--- src/rtl/cfu_pkg.sv ---
package cfu_pkg;

  typedef enum logic [2:0] {
    CFU_NOP  = 3'd0,
    CFU_JMP  = 3'd1,
    CFU_CALL = 3'd2,
    CFU_RET  = 3'd3,
    CFU_JOIN = 3'd4
  } cfu_op_e;

  typedef enum logic {
    ENT_CALL  = 1'b0,
    ENT_SPLIT = 1'b1
  } cfu_ent_e;

endpackage

--- src/rtl/cfu_lane_eval.sv ---
module cfu_lane_eval #(
  parameter int LANES = 4
) (
  input  logic [LANES-1:0] live,
  input  logic [LANES-1:0] cond,
  output logic [LANES-1:0] hit,
  output logic [LANES-1:0] miss,
  output logic             any_hit,
  output logic             all_hit
);

  // per-lane qualification of the condition by the live mask
  for (genvar l = 0; l < LANES; l++) begin : g_lane
    assign hit[l]  = live[l] & cond[l];
    assign miss[l] = live[l] & ~cond[l];
  end

  assign any_hit = |hit;
  assign all_hit = (hit == live);

endmodule

--- src/rtl/cfu_ret_stack.sv ---
module cfu_ret_stack #(
  parameter int W     = 32,
  parameter int DEPTH = 8
) (
  input  logic         clk,
  input  logic         rst_n,
  input  logic         push,
  input  logic [W-1:0] push_data,
  input  logic         pop,
  input  logic         upd,
  input  logic [W-1:0] upd_data,
  output logic [W-1:0] top_data,
  output logic         empty,
  output logic         full,
  output logic         ovf
);

  localparam int SP_W = $clog2(DEPTH + 1);

  logic [SP_W-1:0] sp;
  logic [W-1:0]    slot_q [DEPTH];
  logic            push_ok;
  logic            pop_ok;

  assign empty   = (sp == '0);
  assign full    = (sp == SP_W'(DEPTH));
  assign push_ok = push && !full;
  assign pop_ok  = pop && !empty;

  for (genvar g = 0; g < DEPTH; g++) begin : g_slot
    logic [W-1:0] q;
    always_ff @(posedge clk or negedge rst_n) begin
      if (!rst_n) begin
        q <= '0;
      end else if (push_ok && sp == SP_W'(g)) begin
        q <= push_data;
      end else if (upd && sp == SP_W'(g + 1)) begin
        q <= upd_data;
      end
    end
    assign slot_q[g] = q;
  end

  always_comb begin
    top_data = '0;
    for (int i = 0; i < DEPTH; i++) begin
      if (sp == SP_W'(i + 1)) top_data = slot_q[i];
    end
  end

  always_ff @(posedge clk or negedge rst_n) begin
    if (!rst_n) begin
      sp  <= '0;
      ovf <= 1'b0;
    end else begin
      if (push && full) ovf <= 1'b1;
      if (push_ok)      sp  <= sp + 1'b1;
      else if (pop_ok)  sp  <= sp - 1'b1;
    end
  end

endmodule

--- src/rtl/cfu_seq.sv ---
module cfu_seq #(
  parameter int LANES    = 4,
  parameter int PC_W     = 12,
  parameter int DEPTH    = 8,
  parameter int START_PC = 0
) (
  input  logic             clk,
  input  logic             rst_n,
  input  logic             op_valid,
  output logic             op_ready,
  input  logic [2:0]       op_kind,
  input  logic [LANES-1:0] op_cond,
  input  logic [PC_W-1:0]  op_target,
  output logic [PC_W-1:0]  fetch_pc,
  output logic [LANES-1:0] act_mask,
  output logic             chunk_done,
  output logic             stk_ovf
);
  import cfu_pkg::*;

  typedef struct packed {
    cfu_ent_e         kind;
    logic             phase;
    logic [LANES-1:0] defer;
    logic [LANES-1:0] whole;
    logic [PC_W-1:0]  addr;
  } ent_t;

  localparam int ENT_W = $bits(ent_t);

  logic [PC_W-1:0]  pc_q, pc_d;
  logic [LANES-1:0] mask_q, mask_d;
  logic             done_q, done_d;

  logic [LANES-1:0] hit, miss;
  logic             any_hit, all_hit;

  logic             st_push, st_pop, st_upd;
  ent_t             push_ent, upd_ent, top_ent;
  logic [ENT_W-1:0] top_raw;
  logic             st_empty, st_full;

  logic             fire;
  cfu_op_e          kind;
  logic [PC_W-1:0]  pc_inc;

  assign op_ready = !done_q;
  assign fire     = op_valid && op_ready;
  assign kind     = cfu_op_e'(op_kind);
  assign pc_inc   = pc_q + 1'b1;
  assign top_ent  = ent_t'(top_raw);

  cfu_lane_eval #(.LANES(LANES)) u_eval (
    .live    (mask_q),
    .cond    (op_cond),
    .hit     (hit),
    .miss    (miss),
    .any_hit (any_hit),
    .all_hit (all_hit)
  );

  cfu_ret_stack #(.W(ENT_W), .DEPTH(DEPTH)) u_stack (
    .clk       (clk),
    .rst_n     (rst_n),
    .push      (st_push),
    .push_data (ENT_W'(push_ent)),
    .pop       (st_pop),
    .upd       (st_upd),
    .upd_data  (ENT_W'(upd_ent)),
    .top_data  (top_raw),
    .empty     (st_empty),
    .full      (st_full),
    .ovf       (stk_ovf)
  );

  always_comb begin
    pc_d     = pc_q;
    mask_d   = mask_q;
    done_d   = done_q;
    st_push  = 1'b0;
    st_pop   = 1'b0;
    st_upd   = 1'b0;
    push_ent = '{kind: ENT_CALL, phase: 1'b0, defer: miss, whole: mask_q, addr: pc_inc};
    upd_ent  = top_ent;
    upd_ent.phase = 1'b1;

    if (fire) begin
      unique case (kind)
        CFU_JMP: begin
          if (!any_hit) begin
            pc_d = pc_inc;
          end else if (all_hit) begin
            pc_d = op_target;
          end else begin
            push_ent.kind = ENT_SPLIT;
            st_push = 1'b1;
            if (st_full) begin
              pc_d = pc_inc;
            end else begin
              pc_d   = op_target;
              mask_d = hit;
            end
          end
        end
        CFU_CALL: begin
          if (!any_hit) begin
            pc_d = pc_inc;
          end else begin
            st_push = 1'b1;
            if (st_full) begin
              pc_d = pc_inc;
            end else begin
              pc_d   = op_target;
              mask_d = hit;
            end
          end
        end
        CFU_RET: begin
          if (!any_hit) begin
            pc_d = pc_inc;
          end else if (!all_hit) begin
            mask_d = miss;
            pc_d   = pc_inc;
          end else if (st_empty) begin
            done_d = 1'b1;
          end else if (top_ent.kind == ENT_CALL) begin
            st_pop = 1'b1;
            pc_d   = top_ent.addr;
            mask_d = top_ent.whole;
          end else if (!top_ent.phase) begin
            st_upd = 1'b1;
            pc_d   = top_ent.addr;
            mask_d = top_ent.defer;
          end else begin
            // rejoined group refetches the same return
            st_pop = 1'b1;
            mask_d = top_ent.whole;
          end
        end
        CFU_JOIN: begin
          if (!st_empty && top_ent.kind == ENT_SPLIT) begin
            if (!top_ent.phase) begin
              st_upd = 1'b1;
              pc_d   = top_ent.addr;
              mask_d = top_ent.defer;
            end else begin
              st_pop = 1'b1;
              pc_d   = pc_inc;
              mask_d = top_ent.whole;
            end
          end else begin
            pc_d = pc_inc;
          end
        end
        default: pc_d = pc_inc;
      endcase
    end
  end

  always_ff @(posedge clk or negedge rst_n) begin
    if (!rst_n) begin
      pc_q   <= PC_W'(START_PC);
      mask_q <= '1;
      done_q <= 1'b0;
    end else begin
      pc_q   <= pc_d;
      mask_q <= mask_d;
      done_q <= done_d;
    end
  end

  assign fetch_pc   = pc_q;
  assign act_mask   = mask_q;
  assign chunk_done = done_q;

endmodule

--- config.mk ---
export PLATFORM = sky130hd
export DESIGN_NAME = cfu_seq
export DESIGN_NICKNAME = d
export VERILOG_FILES = /design/src/rtl/cfu_pkg.sv /design/src/rtl/cfu_lane_eval.sv /design/src/rtl/cfu_ret_stack.sv /design/src/rtl/cfu_seq.sv
export SDC_FILE = /design/constraint.sdc
export NUM_CORES = 1
export LEC_CHECK = 0
export ABC_CLOCK_PERIOD_IN_PS = 4100
export BUFFER_PORTS_ARGS = -buffer_cell sky130_fd_sc_hd__buf_2
export CORE_ASPECT_RATIO = 2
export CORE_MARGIN = 2
export CORE_UTILIZATION = 35
export CTS_CLUSTER_DIAMETER = 60
export DETAILED_ROUTE_END_ITERATION = 10
export GPL_TIMING_DRIVEN = 0
export MAX_ROUTING_LAYER = met4
export PLACE_DENSITY = 0.59
export SLEW_MARGIN = 10
export SYNTH_ARGS = -nofsm -noshare
export SYNTH_HDL_FRONTEND = slang
export SYNTH_SLANG_ARGS = --single-unit
--- constraint.sdc ---
create_clock -name clk -period 4.1 [get_ports clk]
set_clock_uncertainty 0.1 [all_clocks]
set_input_delay 0.41 -clock clk [delete_from_list [all_inputs] [get_ports clk]]
set_output_delay 0.41 -clock clk [all_outputs]
set_load 0.05 [all_outputs]
==> impl_metrics.json <==
{
  "cts_buffer_depth": 2,
  "p_int_w": 0.00290,
  "htreeDepth": 4,
  "arrival_ps": 4230,
  "clkTransAtPathRegs_ps": 80,
  "port_buffers": 39,
  "ys_warn_count": 0,
  "yosysSeqAreaShare_pct": 43.8,
  "fin_ws_ps": 166,
  "p_sw_share_pct": 25.0,
  "wl_per_cell_um": 30.0,
  "finalCoreUtilization_pct": 40.5,
  "drive_above_1_share_pct": 14.2,
  "tightestPinTransition_ps": 1340,
  "critPathMaxFanout": 10,
  "grt_max_degree": 97,
  "leakagePower_nw": 5.67,
  "required_ps": 4400,
  "critPathCaptureType": "flop",
  "final_cells": 1803,
  "relSlewSlack_pct": 10.1,
  "viasPerCell": 6.33,
  "async_flop_share_pct": 100,
  "peakVddDrop_uv": 263,
  "synth_top_area_share_pct": 42.9,
  "postSynthAreaPerCell_um2": 8.72,
  "yosysTopAreaCell": "dfrtp_1",
  "initial_utilization_pct": 35.4,
  "nNetsFinal": 1392,
  "cp-start-kind": "flop",
  "antenna_cells": 0,
  "cts_buffers": 17,
  "ioPinCount": 41,
  "use_met3_pct": 7.12,
  "drv_slew": 0,
  "finalHoldViolCount": 0,
  "tns_ps": 0,
  "cap_violations": 0,
  "met1_usage_pct": 32.3,
  "grt_pass1_vias": 11100,
  "first_iter_violations": 1034,
  "die_w_um": 131,
  "cts-root-buf": "clkbuf_16",
  "seq_area_um2": 4960,
  "cts_tree": "built",
  "row_count": 93,
  "ant_nets": 0,
  "syn_nets": 1326,
  "grt_overflow": 0,
  "routed_wirelength_mm": 54.2,
  "antenna_found_initial": 1,
  "synth-main-ff-cell": "dfrtp_1",
  "place_ws_ps": -759,
  "gp_congestion": 1.04,
  "p_comb_share_pct": 2.9,
  "power_density_nw_per_um2": 298,
  "synthCells": 1298,
  "synth.most_common_cell": "dfrtp_1",
  "clkPwrFrac_pct": 46.6,
  "synth_edf_count": 0,
  "synth_area_um2": 11300,
  "rsz0062_at_grt": "no",
  "period_minus_slack_ps": 3930,
  "worstSetupPathType": "reg -> reg",
  "num_vias": 11400,
  "seqPwrFrac_pct": 50.5,
  "status": "completed",
  "dp_cells": 1770,
  "die_area_um2": 33900,
  "dieHeight_um": 258,
  "area_delta_synth_final_pct": 14.5,
  "setup_viol_count_final": 0,
  "grt_first_pass_wirelength_mm": 77.8,
  "p_total_w": 0.00386,
  "clk-insertion-delay-late_ps": 480,
  "hp-class": "in -> reg",
  "ys_ff_latch": 198,
  "fin_crit_sh_pct": 95.9,
  "drc_errors": 0,
  "numClockSinks": 198,
  "max_freq_ghz": 0.254,
  "first_pass_iters": 6,
  "netlist_top_cells_area": "dfrtp_1 (43%), nand2_1 (6.0%), nor2_1 (5.6%), o21ai_0 (4.6%), a21oi_1 (4.0%)",
  "busiest_layer": "met2",
  "synth.distinct_cells": 81,
  "met2_usage_pct": 54.5,
  "multi_input_area_um2": 6050,
  "grt_usage_pct": 33.0,
  "hpwlAfterDp_mm": 40.1,
  "core_area_um2": 32000,
  "synthTopCellsByCount": "dfrtp_1 (194), nand2_1 (180), nor2_1 (169), o21ai_0 (104), a21oi_1 (91)",
  "p_switching_w": 0.000966,
  "num-fill-cells": 3233
}
## per-stage QoR
step / instance area (µm²) / hold WS, ps
2_1_floorplan: 11300 / 14.4
3_3_place_gp: 12000 / 339
3_5_place_dp: 12200 / 163
4_1_cts: 12800 / 94.6
5_1_grt: 13000 / 119
6_report: 13000 / 93.3
## layout make-up
type / instances / area share (%)
buffer: 96 / 3.34
clock buffer: 17 / 3.28
clock inverter: 14 / 1.32
inverter: 11 / 0.319
multi-input combinational: 991 / 46.7
sequential: 198 / 38.3
tap: 427 / 4.12
timing repair buffer: 49 / 2.65
## logic make-up (layout without fill, tap and decap cells)
logic type / Yosys count / count (layout) / share of synthesized area [%]
adders and majority gates: 6 / 6 / 0.664
xor gates and xnor gates: 18 / 18 / 1.39
and+or+nand+nor: 467 / 467 / 18.9
buffers and inverters: 109 / 187 / 4.19
DFF: 198 / 198 / 43.8
AOI/OAI and AO/OA: 460 / 460 / 27.4
muxes: 40 / 40 / 3.63
## placed cells by master, fill, tap and decap left out, types with 8 or more instances in the layout
cell and n:
o21ai_0 104, a21o_1 15, a221oi_1 20, a221o_1 14, inv_1 9, buf_2 72, a31oi_1 14, o21ai_1 22
nand3_1 16, a211oi_1 26, o221ai_1 15, o211ai_1 23, clkbuf_16 17, clkbuf_1 48, mux2_2 8, o22ai_1 34
nand2b_1 9, nand2_1 180, mux2i_1 32, dfrtp_1 194, nor3_1 13, a21oi_1 85, xnor2_1 9, or3_1 14
nor2_1 168, a22oi_1 20
## per-layer routing
metal / vias up / share of wire (%)
met2: 706 / 49
li1: 4874 / -
met3: 246 / 7.7
met4: 0 / 11
met5: - / 0
met1: 5582 / 32
## path summary, 6_finish.rpt
path | end | from | slack, ps | depth (start not counted)
worst min-delay path | chunk_done$_DFFE_PN0P_ | op_valid | 90 | 3
worst min register to register | u_stack.ovf$_DFFE_PN0P_ | u_stack.ovf$_DFFE_PN0P_ | 360 | 1
max in group asynchronous | u_stack.g_slot[5].q[16]$_DFFE_PN0P_ | rst_n | 2450 | 4
worst max-delay path | u_stack.g_slot[0].q[14]$_DFFE_PN0P_ | u_stack.sp[0]$_DFFE_PN0P_ | 170 | 10
min in group asynchronous | u_stack.g_slot[2].q[3]$_DFFE_PN0P_ | rst_n | 270 | 2
worst max register to register | u_stack.g_slot[0].q[14]$_DFFE_PN0P_ | u_stack.sp[0]$_DFFE_PN0P_ | 170 | 10
## critical path, stage by stage (launching register included)
cell      delay [ps]
dfrtp_1          460
ha_1             360
clkbuf_1         450
clkbuf_1         600
a21oi_1          100
a21oi_1          540
a211o_1          190
o21ai_0          170
a21oi_4          560
nand2_1          120
a31oi_1          180
## power groups by stage
stage	sequential, W	clock [W]	combinational [W]
finish	0.00195	0.00180	0.000113
global route	0.00195	0.00188	0.000127
CTS	0.00195	0.00180	0.000114
detailed placement	0.00199	0	0.000112
global placement	0.00199	0	0.000104
floorplan	0.00199	0	0.0000375
## timing repair
item                                   in CTS  in global routing
endpoints found under the hold margin      22                  0
resized for setup                          11                 15
hold buffers                                1                  0
setup endpoints to repair                  71                 86
buffers inserted                            0                  3
## state kept, by name, summed over array words and instances, names as in the netlist
signal,cells
chunk_done,1
u_stack.ovf,1
u_stack.sp,4
act_mask,4
u_stack.g_slot.q,176
fetch_pc,12
(Power assumes the default switching activity.)
